===== src/rtl/lrs_pkg.sv =====
`timescale 1ns/1ps
package lrs_pkg;
    localparam int FRAME_W   = 24;
    localparam int PAYLOAD_W = 16;
    localparam int HDR_W     = FRAME_W - PAYLOAD_W;
    localparam int BITN_W    = $clog2(FRAME_W);

    localparam logic [1:0] OP_INDEX  = 2'd0;
    localparam logic [1:0] OP_STATUS = 2'd1;
    localparam logic [1:0] OP_WRITE  = 2'd2;
    localparam logic [1:0] OP_READ   = 2'd3;

    typedef enum logic [2:0] {
        SH_IDLE, SH_LEAD, SH_LOW, SH_HIGH, SH_TRAIL
    } sh_state_e;

    typedef enum logic [1:0] {
        TP_IDLE, TP_INDEX, TP_GAP, TP_DATA
    } tp_state_e;

    typedef struct packed {
        sh_state_e            st;
        logic [FRAME_W-1:0]   sreg;
        logic [BITN_W-1:0]    bitn;
        logic                 cs_n;
        logic                 sclk;
        logic                 mosi;
    } sh_regs_t;
endpackage


===== src/rtl/lrs_interval_timer.sv =====
`timescale 1ns/1ps
module lrs_interval_timer #(
    parameter int CW = 4
) (
    input  logic          clk,
    input  logic          rst_n,
    input  logic          load,
    input  logic [CW-1:0] load_val,
    output logic          expired
);
    logic [CW-1:0] cnt_d, cnt_q;

    always_comb begin
        if (load)
            cnt_d = load_val;
        else if (cnt_q != '0)
            cnt_d = cnt_q - 1'b1;
        else
            cnt_d = cnt_q;
    end

    always_ff @(posedge clk or negedge rst_n) begin
        if (!rst_n) cnt_q <= '0;
        else        cnt_q <= cnt_d;
    end

    assign expired = (cnt_q == '0);
endmodule


===== src/rtl/lrs_frame_shifter.sv =====
`timescale 1ns/1ps
module lrs_frame_shifter
    import lrs_pkg::*;
#(
    parameter int HALF_CYC  = 2,
    parameter int GUARD_CYC = 3
) (
    input  logic               clk,
    input  logic               rst_n,
    input  logic               start,
    input  logic [FRAME_W-1:0] tx_word,
    input  logic               miso,
    output logic               cs_n,
    output logic               sclk,
    output logic               mosi,
    output logic               frame_done,
    output logic [FRAME_W-1:0] rx_word
);
    localparam int MAXC = (HALF_CYC > GUARD_CYC) ? HALF_CYC : GUARD_CYC;
    localparam int CW   = $clog2(MAXC + 1);
    localparam logic [CW-1:0]     HALF_LD  = CW'(HALF_CYC - 1);
    localparam logic [CW-1:0]     GUARD_LD = CW'(GUARD_CYC - 1);
    localparam logic [BITN_W-1:0] LAST_BIT = BITN_W'(FRAME_W - 1);

    sh_regs_t r_d, r_q;
    logic          t_load;
    logic [CW-1:0] t_val;
    logic          t_exp;

    lrs_interval_timer #(.CW(CW)) u_timer (
        .clk(clk), .rst_n(rst_n), .load(t_load), .load_val(t_val), .expired(t_exp)
    );

    always_comb begin
        r_d        = r_q;
        t_load     = 1'b0;
        t_val      = '0;
        frame_done = 1'b0;
        unique case (r_q.st)
            SH_IDLE: if (start) begin
                r_d.st   = SH_LEAD;
                r_d.sreg = tx_word;
                r_d.bitn = '0;
                r_d.cs_n = 1'b0;
                t_load   = 1'b1;
                t_val    = GUARD_LD;
            end
            SH_LEAD: if (t_exp) begin
                r_d.st   = SH_LOW;
                r_d.sclk = 1'b0;
                r_d.mosi = r_q.sreg[FRAME_W-1];
                t_load   = 1'b1;
                t_val    = HALF_LD;
            end
            SH_LOW: if (t_exp) begin
                r_d.st   = SH_HIGH;
                r_d.sreg = {r_q.sreg[FRAME_W-2:0], miso};
                r_d.sclk = 1'b1;
                t_load   = 1'b1;
                t_val    = HALF_LD;
            end
            SH_HIGH: if (t_exp) begin
                t_load = 1'b1;
                if (r_q.bitn == LAST_BIT) begin
                    r_d.st   = SH_TRAIL;
                    r_d.cs_n = 1'b1;
                    r_d.mosi = 1'b1;
                    t_val    = GUARD_LD;
                end else begin
                    r_d.st   = SH_LOW;
                    r_d.bitn = r_q.bitn + 1'b1;
                    r_d.sclk = 1'b0;
                    r_d.mosi = r_q.sreg[FRAME_W-1];
                    t_val    = HALF_LD;
                end
            end
            SH_TRAIL: if (t_exp) begin
                r_d.st     = SH_IDLE;
                frame_done = 1'b1;
            end
            default: r_d.st = SH_IDLE;
        endcase
    end

    always_ff @(posedge clk or negedge rst_n) begin
        if (!rst_n) begin
            r_q.st   <= SH_IDLE;
            r_q.sreg <= '0;
            r_q.bitn <= '0;
            r_q.cs_n <= 1'b1;
            r_q.sclk <= 1'b1;
            r_q.mosi <= 1'b1;
        end else begin
            r_q <= r_d;
        end
    end

    assign cs_n    = r_q.cs_n;
    assign sclk    = r_q.sclk;
    assign mosi    = r_q.mosi;
    assign rx_word = r_q.sreg;


    mosi_stable_high_chk: assert property (@(posedge clk) disable iff (!rst_n)
        (!cs_n && sclk && $past(sclk)) |-> $stable(mosi));

    sclk_idle_outside_frame_chk: assert property (@(posedge clk) disable iff (!rst_n)
        cs_n |-> sclk);

    start_only_when_idle_chk: assert property (@(posedge clk) disable iff (!rst_n)
        start |-> (r_q.st == SH_IDLE));
endmodule


===== src/rtl/lcd_reg_spi_master.sv =====
`timescale 1ns/1ps
module lcd_reg_spi_master
    import lrs_pkg::*;
#(
    parameter logic [7:0] DEV_ID    = 8'h74,
    parameter int         IDX_W     = 8,
    parameter int         HALF_CYC  = 2,
    parameter int         GUARD_CYC = 3
) (
    input  logic                 clk,
    input  logic                 rst_n,
    input  logic                 req_valid,
    output logic                 req_ready,
    input  logic                 req_write,
    input  logic [IDX_W-1:0]     req_index,
    input  logic [PAYLOAD_W-1:0] req_wdata,
    output logic                 done,
    output logic [PAYLOAD_W-1:0] rd_data,
    output logic                 spi_cs_n,
    output logic                 spi_sclk,
    output logic                 spi_mosi,
    input  logic                 spi_miso
);
    typedef struct packed {
        tp_state_e            st;
        logic                 wr;
        logic [IDX_W-1:0]     idx;
        logic [PAYLOAD_W-1:0] wdat;
        logic                 done;
        logic [PAYLOAD_W-1:0] rdat;
    } tp_regs_t;

    tp_regs_t s_d, s_q;
    logic               sh_start, sh_fdone;
    logic [FRAME_W-1:0] sh_word, sh_rx;

    function automatic logic [HDR_W-1:0] hdr(input logic [1:0] op);
        return DEV_ID | {{(HDR_W-2){1'b0}}, op};
    endfunction

    lrs_frame_shifter #(.HALF_CYC(HALF_CYC), .GUARD_CYC(GUARD_CYC)) u_shift (
        .clk(clk), .rst_n(rst_n), .start(sh_start), .tx_word(sh_word),
        .miso(spi_miso), .cs_n(spi_cs_n), .sclk(spi_sclk), .mosi(spi_mosi),
        .frame_done(sh_fdone), .rx_word(sh_rx)
    );

    always_comb begin
        s_d      = s_q;
        s_d.done = 1'b0;
        sh_start = 1'b0;
        sh_word  = '0;
        unique case (s_q.st)
            TP_IDLE: if (req_valid) begin
                sh_start = 1'b1;
                sh_word  = {hdr(OP_INDEX), PAYLOAD_W'(req_index)};
                s_d.wr   = req_write;
                s_d.idx  = req_index;
                s_d.wdat = req_wdata;
                s_d.st   = TP_INDEX;
            end
            TP_INDEX: if (sh_fdone) s_d.st = TP_GAP;
            TP_GAP: begin
                sh_start = 1'b1;
                sh_word  = s_q.wr ? {hdr(OP_WRITE), s_q.wdat}
                                  : {hdr(OP_READ), {PAYLOAD_W{1'b0}}};
                s_d.st   = TP_DATA;
            end
            TP_DATA: if (sh_fdone) begin
                s_d.done = 1'b1;
                s_d.rdat = s_q.wr ? '0 : sh_rx[PAYLOAD_W-1:0];
                s_d.st   = TP_IDLE;
            end
            default: s_d.st = TP_IDLE;
        endcase
    end

    always_ff @(posedge clk or negedge rst_n) begin
        if (!rst_n) begin
            s_q <= '0;
        end else begin
            s_q <= s_d;
        end
    end

    assign req_ready = (s_q.st == TP_IDLE);
    assign done      = s_q.done;
    assign rd_data   = s_q.rdat;


    idle_lines_high_chk: assert property (@(posedge clk) disable iff (!rst_n)
        req_ready |-> (spi_cs_n && spi_sclk && spi_mosi));

    accept_then_busy_chk: assert property (@(posedge clk) disable iff (!rst_n)
        (req_valid && req_ready) |=> !req_ready);

    done_single_pulse_chk: assert property (@(posedge clk) disable iff (!rst_n)
        done |=> !done);

    done_only_when_idle_chk: assert property (@(posedge clk) disable iff (!rst_n)
        done |-> req_ready);
endmodule


===== config.mk =====
export PLATFORM = sky130hd
export DESIGN_NAME = lcd_reg_spi_master
export DESIGN_NICKNAME = d
export VERILOG_FILES = /design/src/rtl/lrs_pkg.sv /design/src/rtl/lrs_interval_timer.sv /design/src/rtl/lrs_frame_shifter.sv /design/src/rtl/lcd_reg_spi_master.sv
export SDC_FILE = /design/constraint.sdc
export NUM_CORES = 1
export LEC_CHECK = 0
export BUFFER_PORTS_ARGS = -buffer_cell sky130_fd_sc_hd__buf_2
export CORE_ASPECT_RATIO = 0.5
export CORE_MARGIN = 5
export CORE_UTILIZATION = 61
export DETAILED_ROUTE_END_ITERATION = 12
export GPL_TIMING_DRIVEN = 0
export HOLD_SLACK_MARGIN = 0.12
export PLACE_DENSITY = 0.84
export SLEW_MARGIN = 0
export SYNTH_ARGS = -nofsm -noshare
export SYNTH_HDL_FRONTEND = slang
export SYNTH_SLANG_ARGS = --single-unit

===== constraint.sdc =====
create_clock -name clk -period 4.5 [get_ports clk]
set_clock_uncertainty 0.1 [all_clocks]
set_input_delay 0.225 -clock clk [delete_from_list [all_inputs] [get_ports clk]]
set_output_delay 0.225 -clock clk [all_outputs]
set_load 0.1 [all_outputs]

== After elaboration in Yosys (flattened, before gate mapping) ==
Cells that the tools add are included.

* Flip-flop bits (word level): 81
* Input port bits: 29
* Output and inout bits: 21
* Word-level logic and storage cells: 94

* Add/subtract/negate cells: 2
* Eq/ne operators: 18
* Muxes and demuxes: 41
* Reductions and logical operators: 20

{| class="wikitable"
|+ Operators by type and width
! operator !! number
|-
| $pmux W24 S2 || 2
|-
| $mux W27 || 2
|-
| $mux W17 || 3
|-
| $mux W33 || 1
|-
| $mux W23 || 1
|-
| $mux W16 || 1
|-
| $mux W2 || 8
|-
| $pmux W3 S5 || 1
|-
| $mux W3 || 4
|-
| $pmux W6 S2 || 1
|-
| $ne A2 B1 Y1 const B || 5
|-
| $ne A2 B2 Y1 const B || 5
|-
| $reduce_and A5 Y1 || 2
|-
| $reduce_bool A2 Y1 || 5
|-
| $mux W1 || 9
|-
| $reduce_and A3 Y1 || 3
|-
| $mux W8 || 1
|-
| $pmux W2 S4 || 1
|-
| $reduce_and A4 Y1 || 2
|-
| $eq A3 B2 Y1 const B || 2
|-
| $pmux W1 S2 || 3
|-
| $pmux W2 S3 || 1
|-
| $add A5 B1 Y5 const B || 1
|-
| $eq A5 B5 Y1 const B || 1
|-
| other kinds (13) || 16
|}

== Depth between registers and ports, before layout ==
Gate-level depths: netlist of the first run.

* Depth in word-level cells: 5
* Depth in mapped cells: 8
* Gate-level depth less buffers: 6

== Modules after synthesis ==
A second synthesis of the first run with hierarchy kept.

* Cells, all modules: 353
* Area total of the unflattened synthesis: 4,023.9 µm²

{| class="wikitable"
|+ Modules (own cells, without submodules)
! module !! times used !! cells an instance !! area an instance (µm²) !! seq. area each (µm²)
|-
| lrs_frame_shifter || 1 || 178 || 2,059.5 || 879.6
|-
| lcd_reg_spi_master || 1 || 163 || 1,850.5 || 900.9
|-
| lrs_interval_timer || 1 || 12 || 113.9 || 50.0
|}

== Worst setup path after synthesis of the first run ==
OpenSTA, ideal clock, no wires.

* Kind: register -> register
* Start: register s_q[42] (netlist name)
* End: register u_shift.r_q (netlist bit u_shift.rx_word[10])
* Setup time: 0.125 ns
* Data arrival time: 2.517 ns
* Slack: 1.758 ns
* Stages on the path, launching flop included: 9
* Buffers on the path: 2
* Cell sequence: dfrtp_1 inv_1 ha_1 a21oi_2 o31ai_2 and2_1 buf_4 buf_6 mux2_2

* Cells in the longest elaborated chain, start to end: 4

{| class="wikitable"
|+ RTL lines
! what !! RTL line !! RTL
|-
| start, declared || lcd_reg_spi_master.sv:33 || <nowiki>tp_regs_t s_d, s_q;</nowiki>
|-
| start signal, assigned || lcd_reg_spi_master.sv:79 || <nowiki>s_q <= '0;</nowiki>
|-
| start signal, assigned || lcd_reg_spi_master.sv:81 || <nowiki>s_q <= s_d;</nowiki>
|-
| $logic_not A2 Y1 * || -- ||
|-
| named net req_ready || lcd_reg_spi_master.sv:13 || <nowiki>output logic req_ready,</nowiki>
|-
| $pmux W24 S2 or $pmux W1 S2 (tied branches) || lcd_reg_spi_master.sv:52 || <nowiki>unique case (s_q.st)</nowiki>
|-
| $mux W33 or $ne A2 B2 Y1 (tied branches) || -- ||
|-
| $pmux W24 S2 or $reduce_and A3 Y1 (tied branches) || -- ||
|-
| end signal, assigned || lrs_frame_shifter.sv:94 || <nowiki>r_q <= r_d;</nowiki>
|-
| end, declared || lrs_frame_shifter.sv:25 || <nowiki>sh_regs_t r_d, r_q;</nowiki>
|}

Mark *: on every way through the listed nets, which the timed path passes. The rest lies on a longest branch. The select of a mux whose other input is x is not followed.
A chain may end at the register's enable or synchronous reset.

== Worst setup path after layout of the first run ==
* Start: register s_q[42] (netlist name)
* End: register u_shift.r_q (netlist bit u_shift.rx_word[7])

* Cells in the longest elaborated chain, start to end: 4

{| class="wikitable"
|+ RTL lines
! what !! RTL line
|-
| $eq A2 B2 Y1 or $logic_not A2 Y1 (tied branches) || lcd_reg_spi_master.sv:52
|-
| $pmux W24 S2 or $pmux W1 S2 (tied branches) || lcd_reg_spi_master.sv:52
|-
| $mux W33 or $ne A2 B2 Y1 (tied branches) || --
|-
| $pmux W24 S2 or $reduce_and A3 Y1 (tied branches) || --
|}

Parallel ways exist; a longest one is shown, timed or not. The select of a mux whose other input is x is not followed.

==> reports/qor.csv, run 1 <==
metric,value,unit
r2r startpoint,s_q[42]$_DFFE_PN0P_,
crit path from,s_q[42]$_DFFE_PN0P_,
DRT Pass-1 Iters,4,
Fill cells,333,
"Period Utilization, post-route",0.516,
DRT antenna net count,0,
Max Fclk,431,MHz
ys async rst share,1.00,
worst skew pair latency,0.33,ns
synthesis warning total,0,
first-pass GRT wire length,14.2,mm
crit path max fanout,10,
status,"complete, no violations",
final setup violating endpoints,0,
Final Power,1.95,mW
vias post-DR,2718,
Inserted Clock Buffers,9,
DR iter-0 viols,225,
Die ar.,0.00757,sq mm
Total Nets Final,436,
PwrDens,445,mW/mm^2
Main synth FF type,dfrtp_1,
CTS sink cnt,73,
Final Wtd Congestion,0.828,
maximum vdd drop,338,uV
critical path class,flop to flop,
"Core Util, Final",0.788,
Slew HR,0.401,
initial core utilization,0.641,
Pins Over Slew Limit,0,
diode count,0,
data arrival time of the critical path,2.49,ns
H-tree levels,3,
sequential share of the synthesized area,0.513,
number of distinct library cells after synthesis,45,
Synth Area per Inst,11.1,sq um
row count,19,
Worst-path clk slew,0.06,ns
total routed wirelength,8.13,mm
flop2flop setup slack,2.18,ns
top-area cell type share of the netlist area,0.491,
Area Overhead vs Synth,22.8,%
CP required,4.67,ns
"EDFF count, synth",0,
largest net degree at the start of global routing,74,
maximum clock path buffer count,2,
Non-Filler Instances,478,
post-DR vias/cell,5.69,
Slew @ Worst Pin,0.899,ns
post_cts resized,0,
fin crit period,2.32,ns
largest cells by area after synthesis,"dfrtp_1 (49%), mux2_2 (11%), o21ai_0 (4.5%)",
capturing point of the worst reg2reg path,u_shift.rx_word[7]$_DFFE_PN0P_,
Synth Instances,322,
Final HPWL DP,5.09,mm
GRT Util Overall,0.235,
initial antenna violation count,0,
num ports,50,
Setup TNS Final,0,ns
worst hold-check slack,0.150,ns
biggest area consumer among synthesized cells,dfrtp_1,
Die W,118,um
synthesized cell area,0.00357,sq mm
Yosys reg bits,73,
DRC viols,0,
core area,0.00556,sq mm
Critical Path Source Type,flop,
root buf cell,clkbuf_16,
RSZ-0062 raised after global routing,false,
post-DR wirelength/cell,17.0,um
share of layout cells above drive strength 1,0.346,
Hold Fails Final Rpt,0,
die height,64.1,um
Placed Cells,444,
hold_sp,spi_miso,
Critical Path Sink,u_shift.rx_word[7]$_DFFE_PN0P_,
leakage power,2.12,nW
# port buffers,49,
"most common cell after layout, fill and taps aside",dfrtp_1,
"commonest non-fill, non-tap cells in the layout","dfrtp_1 (70), buf_2 (56), mux2_2 (34)",
grt total ovfl,0,
maxcap violations,0,
Crit. End Element,flop,
Worst Reg-to-Reg Cells,8,
Worst Hold Class,input pin to flop,
CTS tree,yes,
syn_nets,358,
number of global-route vias before repair,2870,
-- what timing repair did --
item | 4_1_cts | 5_1_grt
buffers inserted | 0 | 0
hold buffers | 18 | 0
hold endpoints to repair | 87 | 0
-- metal layers --
layer	wire (um)	vias up	track usage
met5	0	-	0
met2	4000	89	0.397
met1	3460	1336	0.292
met4	171	0	0.0873
li1	-	1275	-
met3	493	18	0.0652
-- worst max-delay path, stage by stage, from the launching register on --
cell      delay [ns]
dfrtp_1         0.41
inv_1           0.12
ha_1            0.28
and2_1          0.21
clkbuf_1        0.29
buf_2           0.30
a22oi_1         0.12
o21ai_0         0.24
mux2_2          0.20
-- kinds of logic after synthesis --
group / after synthesis / share of synthesized area
and+or+nand+nor: 82 / 0.132
adders and majority gates: 7 / 0.0246
buffers and inverters: 46 / 0.0754
muxes: 37 / 0.116
DFF: 73 / 0.513
AOI/OAI and AO/OA: 77 / 0.140
-- synth_stat cells (2+ instances only) --
| master | instances |
|---|---|
| a31oi_1 | 3 |
| nand4_1 | 2 |
| nand2b_1 | 16 |
| a22o_1 | 10 |
| a21oi_1 | 10 |
| dfstp_2 | 3 |
| or3_1 | 3 |
| mux2_2 | 34 |
| mux2i_1 | 3 |
| buf_6 | 3 |
| nor2_1 | 8 |
| nor2b_1 | 2 |
| nor3b_2 | 2 |
| buf_2 | 8 |
| clkbuf_1 | 6 |
| a21oi_2 | 2 |
| o22ai_1 | 2 |
| o21ai_0 | 32 |
| nand3_1 | 4 |
| a22oi_1 | 8 |
| buf_4 | 17 |
| dfrtp_1 | 70 |
| nand2_1 | 30 |
| inv_1 | 11 |
| ha_1 | 7 |
| o22a_1 | 4 |
| and2_1 | 4 |
-- through the flow --
stage / setup WS (ns) / area, sq um
finish: 2.18 / 4380
global route: 2.02 / 4380
CTS: 2.22 / 4380
detailed placement: 2.23 / 3910
global placement: 2.30 / 3900
floorplan: 1.76 / 3570
-- flip-flops by register name, indices dropped and copies added, names as in the netlist --
| signal | flops |
|---|---|
| done | 1 |
| rd_data | 16 |
| s_q | 19 |
| u_shift.cs_n | 1 |
| u_shift.mosi | 1 |
| u_shift.r_q | 8 |
| u_shift.rx_word | 24 |
| u_shift.sclk | 1 |
| u_shift.u_timer.cnt_q | 2 |
-- cell type report --
type                            instances  area, sq um  area share
Sequential cell                        73         1830       0.418
Multi-Input combinational cell        203         1470       0.335
Timing Repair Buffer                   67          428      0.0977
Buffer                                 35          228      0.0520
Clock buffer                            9          225      0.0514
Tap cell                               73         91.3      0.0208
Clock inverter                          7         70.1      0.0160
Inverter                               11         41.3     0.00942
-- where the power goes --
part           total, mW  switching [mW]  internal, mW
sequential         0.817          0.0651         0.752
clock              0.703           0.275         0.429
combinational      0.431           0.227         0.204
-- worst min path at each step --
stage          cells after the start  slack [ns]                        endpoint
5_1_grt                            4        0.17  u_shift.rx_word[0]$_DFFE_PN0P_
3_5_place_dp                       1        0.31             s_q[18]$_DFFE_PN0P_
3_3_place_gp                       2        0.35        u_shift.cs_n$_DFFE_PN1P_
6_report                           4        0.15  u_shift.rx_word[0]$_DFFE_PN0P_
4_1_cts                            4        0.15  u_shift.rx_word[0]$_DFFE_PN0P_
2_1_floorplan                      0       -0.17                  done$_DFF_PN0_
Power figures use the tool's default switching activity.
==> run 2, diff against run 1 <==
--- a/config.mk
+++ b/config.mk
@@ -8,11 +8,11 @@
 export BUFFER_PORTS_ARGS = -buffer_cell sky130_fd_sc_hd__buf_2
 export CORE_ASPECT_RATIO = 0.5
 export CORE_MARGIN = 5
-export CORE_UTILIZATION = 61
+export CORE_UTILIZATION = 52
 export DETAILED_ROUTE_END_ITERATION = 12
 export GPL_TIMING_DRIVEN = 0
 export HOLD_SLACK_MARGIN = 0.12
-export PLACE_DENSITY = 0.84
+export PLACE_DENSITY = 0.76
 export SLEW_MARGIN = 0
 export SYNTH_ARGS = -nofsm -noshare
 export SYNTH_HDL_FRONTEND = slang
==> constraint.sdc (replaced) <==
create_clock -name clk -period 1.9 [get_ports clk]
set_clock_uncertainty 0.1 [all_clocks]
set_input_delay 0.095 -clock clk [delete_from_list [all_inputs] [get_ports clk]]
set_output_delay 0.095 -clock clk [all_outputs]
set_load 0.1 [all_outputs]
==> run 2 against run 1 <==
The flow now finishes with violations (setup timing). Sequential cell count stayed put. Worst hold slack worse by 0.011 ns. Clock-buffer cell count rose by 2. Via count decreased by 0.15%. Critical endpoint is now u_shift.rx_word[5]$_DFFE_PN0P_. Largest power group unchanged. Highest routed layer unchanged.
==> reports/qor.csv, run 2 (synthesis gave the netlist of run 1 again) <==
metric,value,unit
Worst Reg-to-Reg Cells,7,
status,finished with violations,
final setup violating endpoints,14,
Final HPWL DP,5.38,mm
diode count,0,
Non-Filler Instances,505,
Hold Fails Final Rpt,0,
share of layout cells above drive strength 1,0.392,
maximum vdd drop,535,uV
Worst Hold Class,input pin to flop,
failing checks,setup timing,
post-DR wirelength/cell,16.2,um
M1 GR Usage,0.238,
initial antenna violation count,0,
PwrDens,1020,mW/mm^2
Slew HR,0.404,
"commonest non-fill, non-tap cells in the layout","dfrtp_1 (69), buf_2 (51), o21ai_0 (31)",
Final WS setup,-0.0461,ns
Crit. End Element,flop,
Critical Path Source Type,flop,
critical path class,flop to flop,
CTS sink cnt,73,
grt total ovfl,0,
cell area after layout,0.00472,sq mm
Placed Cells,463,
CP required,2.01,ns
worst hold-check slack,0.139,ns
met3 global-route usage,0.0592,
number of global-route vias before repair,2707,
Inserted Clock Buffers,9,
leakage power,2.31,nW
GRT Util Overall,0.199,
Area Overhead vs Synth,32.2,%
flop2flop setup slack,-0.05,ns
max FFs per register,24,
Max Fclk,514,MHz
"Period Utilization, post-route",1.02,
DRT Pass-1 Iters,4,
Slew @ Worst Pin,0.894,ns
maxcap violations,0,
first-pass GRT wire length,13.3,mm
initial core utilization,0.534,
WP buf/inv,2,
Pins Over Slew Limit,0,
root buf cell,clkbuf_16,
Final Wtd Congestion,0.816,
data arrival time of the critical path,2.06,ns
Die W,127,um
"Core Util, Final",0.707,
DR iter-0 viols,227,
Worst-path clk slew,0.05,ns
CTS tree,yes,
Final Power,4.80,mW
WP depth,7,
routing usage on met2,0.351,
num ports,50,
H-tree levels,3,
DRC viols,0,
row count,21,
gr busiest metal,met2,
maximum clock path buffer count,2,
worst skew pair latency,0.33,ns
Hold Crit Depth,4,
crit-path max cell delay,0.41,ns
# port buffers,49,
Total Nets Final,446,
DRT antenna net count,0,
"slowest stage cell, crit path",dfrtp_1,
core area,0.00667,sq mm
crit path max fanout,6,
"delay-heaviest family, CP",flip-flops,
largest net degree at the start of global routing,74,
Die ar.,0.00872,sq mm
fin crit period,1.95,ns
Fill cells,467,
total routed wirelength,8.21,mm
vias post-DR,2714,
DP Area,0.00403,sq mm
post-DR vias/cell,5.37,
"most common cell after layout, fill and taps aside",dfrtp_1,
RSZ-0062 raised after global routing,true,
die height,68.6,um
crit-path cells,inv_4 -> ha_4 -> nor2_4 -> o31ai_4 -> and2_4 -> clkbuf_16 -> mux2_4,
## run 2: timing repair
| action | CTS | global route |
|---|---|---|
| resized for setup | 14 | 12 |
| hold buffers | 20 | 0 |
| cloned | 1 | 1 |
| setup endpoints to repair | 38 | 41 |
| pin swaps | 4 | 4 |
| hold endpoints to repair | 89 | 0 |
| buffers inserted | 7 | 3 |
## run 2: power by group
part           total [mW]  internal, mW  switching (mW)
sequential           1.94          1.78           0.160
combinational        1.23         0.632           0.601
clock                1.63          1.03           0.591
total                4.80          3.45            1.35
## run 2: final cells by class
cell class              instances  area, sq um  share of cell area
multi-input cells             203         1620               0.343
inverters                      11         43.8             0.00929
flip-flops and latches         73         1830               0.388
repair buffers                 81          584               0.124
clock inverters                 3         42.5             0.00902
clock buffers                  11          243              0.0515
well taps                      92          115              0.0244
plain buffers                  31          239              0.0507
## run 2: layer usage
| metal | vias to the layer above | share of wire |
|---|---|---|
| met3 | 16 | 0.046 |
| li1 | 1295 | - |
| met5 | - | 0 |
| met2 | 57 | 0.50 |
| met4 | 0 | 0.019 |
| met1 | 1346 | 0.43 |
## run 2: path summary, 6_finish.rpt
kind,from,to
worst min register to register,u_shift.cs_n$_DFFE_PN1P_,u_shift.cs_n$_DFFE_PN1P_
worst max register to register,s_q[42]$_DFFE_PN0P_,u_shift.rx_word[5]$_DFFE_PN0P_
worst min-delay path,req_valid,s_q[42]$_DFFE_PN0P_
max in group asynchronous,rst_n,s_q[43]$_DFFE_PN0P_
worst max-delay path,s_q[42]$_DFFE_PN0P_,u_shift.rx_word[5]$_DFFE_PN0P_
min in group asynchronous,rst_n,u_shift.r_q[7]$_DFFE_PN0P_
## run 2: worst register-to-register path: stages, from the launching register on
cell and delay (ns):
dfrtp_1 0.41, inv_4 0.11, ha_4 0.19, nor2_4 0.05
o31ai_4 0.23, and2_4 0.27, clkbuf_16 0.18, mux2_4 0.29
## run 2: metrics by stage
stage / worst slack, ns / setup TNS (ns)
6_report: -0.0461 / -0.371
5_1_grt: -0.129 / -1.32
4_1_cts: -0.0411 / -0.345
3_5_place_dp: -0.314 / -5.76
3_3_place_gp: -0.270 / -4.39
2_1_floorplan: -0.253 / -3.92
==> run 3, diff against run 2 <==
--- a/config.mk
+++ b/config.mk
@@ -5,14 +5,14 @@
 export SDC_FILE = /design/constraint.sdc
 export NUM_CORES = 1
 export LEC_CHECK = 0
-export BUFFER_PORTS_ARGS = -buffer_cell sky130_fd_sc_hd__buf_2
 export CORE_ASPECT_RATIO = 0.5
 export CORE_MARGIN = 5
-export CORE_UTILIZATION = 52
+export CORE_UTILIZATION = 57
 export DETAILED_ROUTE_END_ITERATION = 12
+export DONT_BUFFER_PORTS = 1
 export GPL_TIMING_DRIVEN = 0
 export HOLD_SLACK_MARGIN = 0.12
-export PLACE_DENSITY = 0.76
+export PLACE_DENSITY = 0.75
 export SLEW_MARGIN = 0
 export SYNTH_ARGS = -nofsm -noshare
 export SYNTH_HDL_FRONTEND = slang
==> run 3 against run 2 <==
The flow finishes with violations (hold timing, setup timing). Routed wire length increased by 15%. Setup slack got worse by 0.24 ns. Sequential share of layout area increased by 0.56 points. Die area decreased by 7.8%. Critical path depth decreased by 2. Non-clock buffer count decreased by 37. Worst hold slack got worse by 0.78 ns. Critical endpoint is now u_shift.rx_word[17]$_DFFE_PN0P_.
==> reports/qor.csv, run 3 (synthesis gave the netlist of run 1 again) <==
metric,value,unit
first-pass GRT wire length,13.9,mm
# port buffers,0,
Critical Path Source Type,flop,
crit-path cells,nor3b_2 -> buf_2 -> buf_2 -> mux2i_1 -> a21oi_1,
maximum clock path buffer count,2,
crit path max fanout,10,
GRT Util Overall,0.232,
Area Overhead vs Synth,30.2,%
DRT antenna net count,0,
Pins Over Slew Limit,0,
Hold Fails Final Rpt,73,
initial core utilization,0.587,
num ports,50,
Total Nets Final,409,
DRC viols,0,
Setup TNS Final,-4.49,ns
largest net degree at the start of global routing,74,
status,finished with violations,
maximum vdd drop,1050,uV
number of global-route vias before repair,2624,
Slew @ Worst Pin,0.869,ns
CTS sink cnt,73,
fin crit period,2.18,ns
crit-path max cell delay,0.48,ns
share of layout cells above drive strength 1,0.317,
worst hold-check slack,-0.645,ns
row count,20,
PwrDens,1100,mW/mm^2
data arrival time of the critical path,2.29,ns
"commonest non-fill, non-tap cells in the layout","dfrtp_1 (70), mux2_4 (31), nand2_1 (30)",
crit path from,u_shift.r_q[33]$_DFFE_PN0P_,
total routed wirelength,9.41,mm
RSZ-0062 raised after global routing,true,
root buf cell,clkbuf_16,
leakage power,2.17,nW
"slowest stage cell, crit path",dfrtp_1,
worst skew pair latency,0.34,ns
initial antenna violation count,0,
Inserted Clock Buffers,9,
Final Wtd Congestion,0.810,
Setup WS pre-CTS,-0.470,ns
Post-CTS Hold Fix Bufs,27,
Final HPWL DP,5.02,mm
core area,0.00608,sq mm
failing checks,"hold timing, setup timing",
Worst-path clk slew,0.06,ns
CP required,2.01,ns
die height,65.9,um
Crit. End Element,flop,
final setup violating endpoints,40,
Worst Hold Class,input pin to async pin,
r2r startpoint,u_shift.r_q[33]$_DFFE_PN0P_,
H-tree levels,3,
"most common cell after layout, fill and taps aside",dfrtp_1,
post-DR vias/cell,5.79,
grt total ovfl,0,
DR iter-0 viols,234,
"delay-heaviest family, CP",buffers and inverters,
post-DR wirelength/cell,20.2,um
WP buf/inv,2,
CTS tree,yes,
cell mode on critical path,buf_2,
max FFs per register,24,
Max Fclk,458,MHz
Slew HR,0.421,
critical path class,flop to flop,
"Period Utilization, post-route",1.15,
Die W,122,um
maxcap violations,0,
Die ar.,0.00804,sq mm
DRT Pass-1 Iters,4,
vias post-DR,2698,
diode count,0,
Final WS setup,-0.282,ns
==> run 3: timing repair <==
action | in CTS | in global routing
pin swaps | 3 | 3
setup endpoints to repair | 58 | 68
cloned | 0 | 3
buffers inserted | 9 | 4
gates resized for setup | 10 | 32
endpoints found under the hold margin | 101 | 73
==> run 3: final cells by class <==
class | instances | area [sq um]
inverter | 11 | 41.3
multi-input combinational | 203 | 1670
clock inverter | 5 | 55.1
tap | 88 | 110
sequential | 73 | 1830
buffer | 32 | 250
timing repair buffer | 43 | 447
clock buffer | 11 | 243
fill | 367 | 1440
==> run 3: worst paths after layout <==
check / cells after the start / slack (ns) / to
worst min register to register: 2 / 0.38 / rd_data[11]$_DFFE_PN0P_
worst max register to register: 5 / -0.28 / u_shift.rx_word[17]$_DFFE_PN0P_
worst max-delay path: 5 / -0.28 / u_shift.rx_word[17]$_DFFE_PN0P_
worst min-delay path: 0 / -0.65 / u_shift.rx_word[1]$_DFFE_PN0P_
max in group asynchronous: 0 / 2.16 / u_shift.cs_n$_DFFE_PN1P_
min in group clk: 3 / 0.23 / s_q[25]$_DFFE_PN0P_
==> run 3: metrics by stage <==
step                       util  hold WS [ns]  std cells  total power [mW]  area (sq um)
after detailed placement  0.622        -0.298        410              2.93          3780
after global placement    0.622        -0.298        410              2.87          3780
after global routing      0.764        -0.661        466              5.33          4650
after floorplan               -        -0.301        322              2.75          3670
final                     0.764        -0.645        466              5.13          4650
after CTS                 0.732        -0.657        461              4.77          4450
==> run 3: per-layer routing <==
metal / GRT usage / wire length (um) / vias to the layer above
li1: - / - / 1214
met1: 0.290 / 3880 / 1364
met2: 0.375 / 4500 / 94
met3: 0.0761 / 711 / 26
met4: 0.0936 / 318 / 0
met5: 0 / 0 / -
==> run 3: power by group <==
part | switching [mW] | internal, mW | leakage [nW]
Combinational | 0.682 | 0.804 | 1.10
Sequential | 0.175 | 1.78 | 0.930
Clock | 0.642 | 1.05 | 0.142
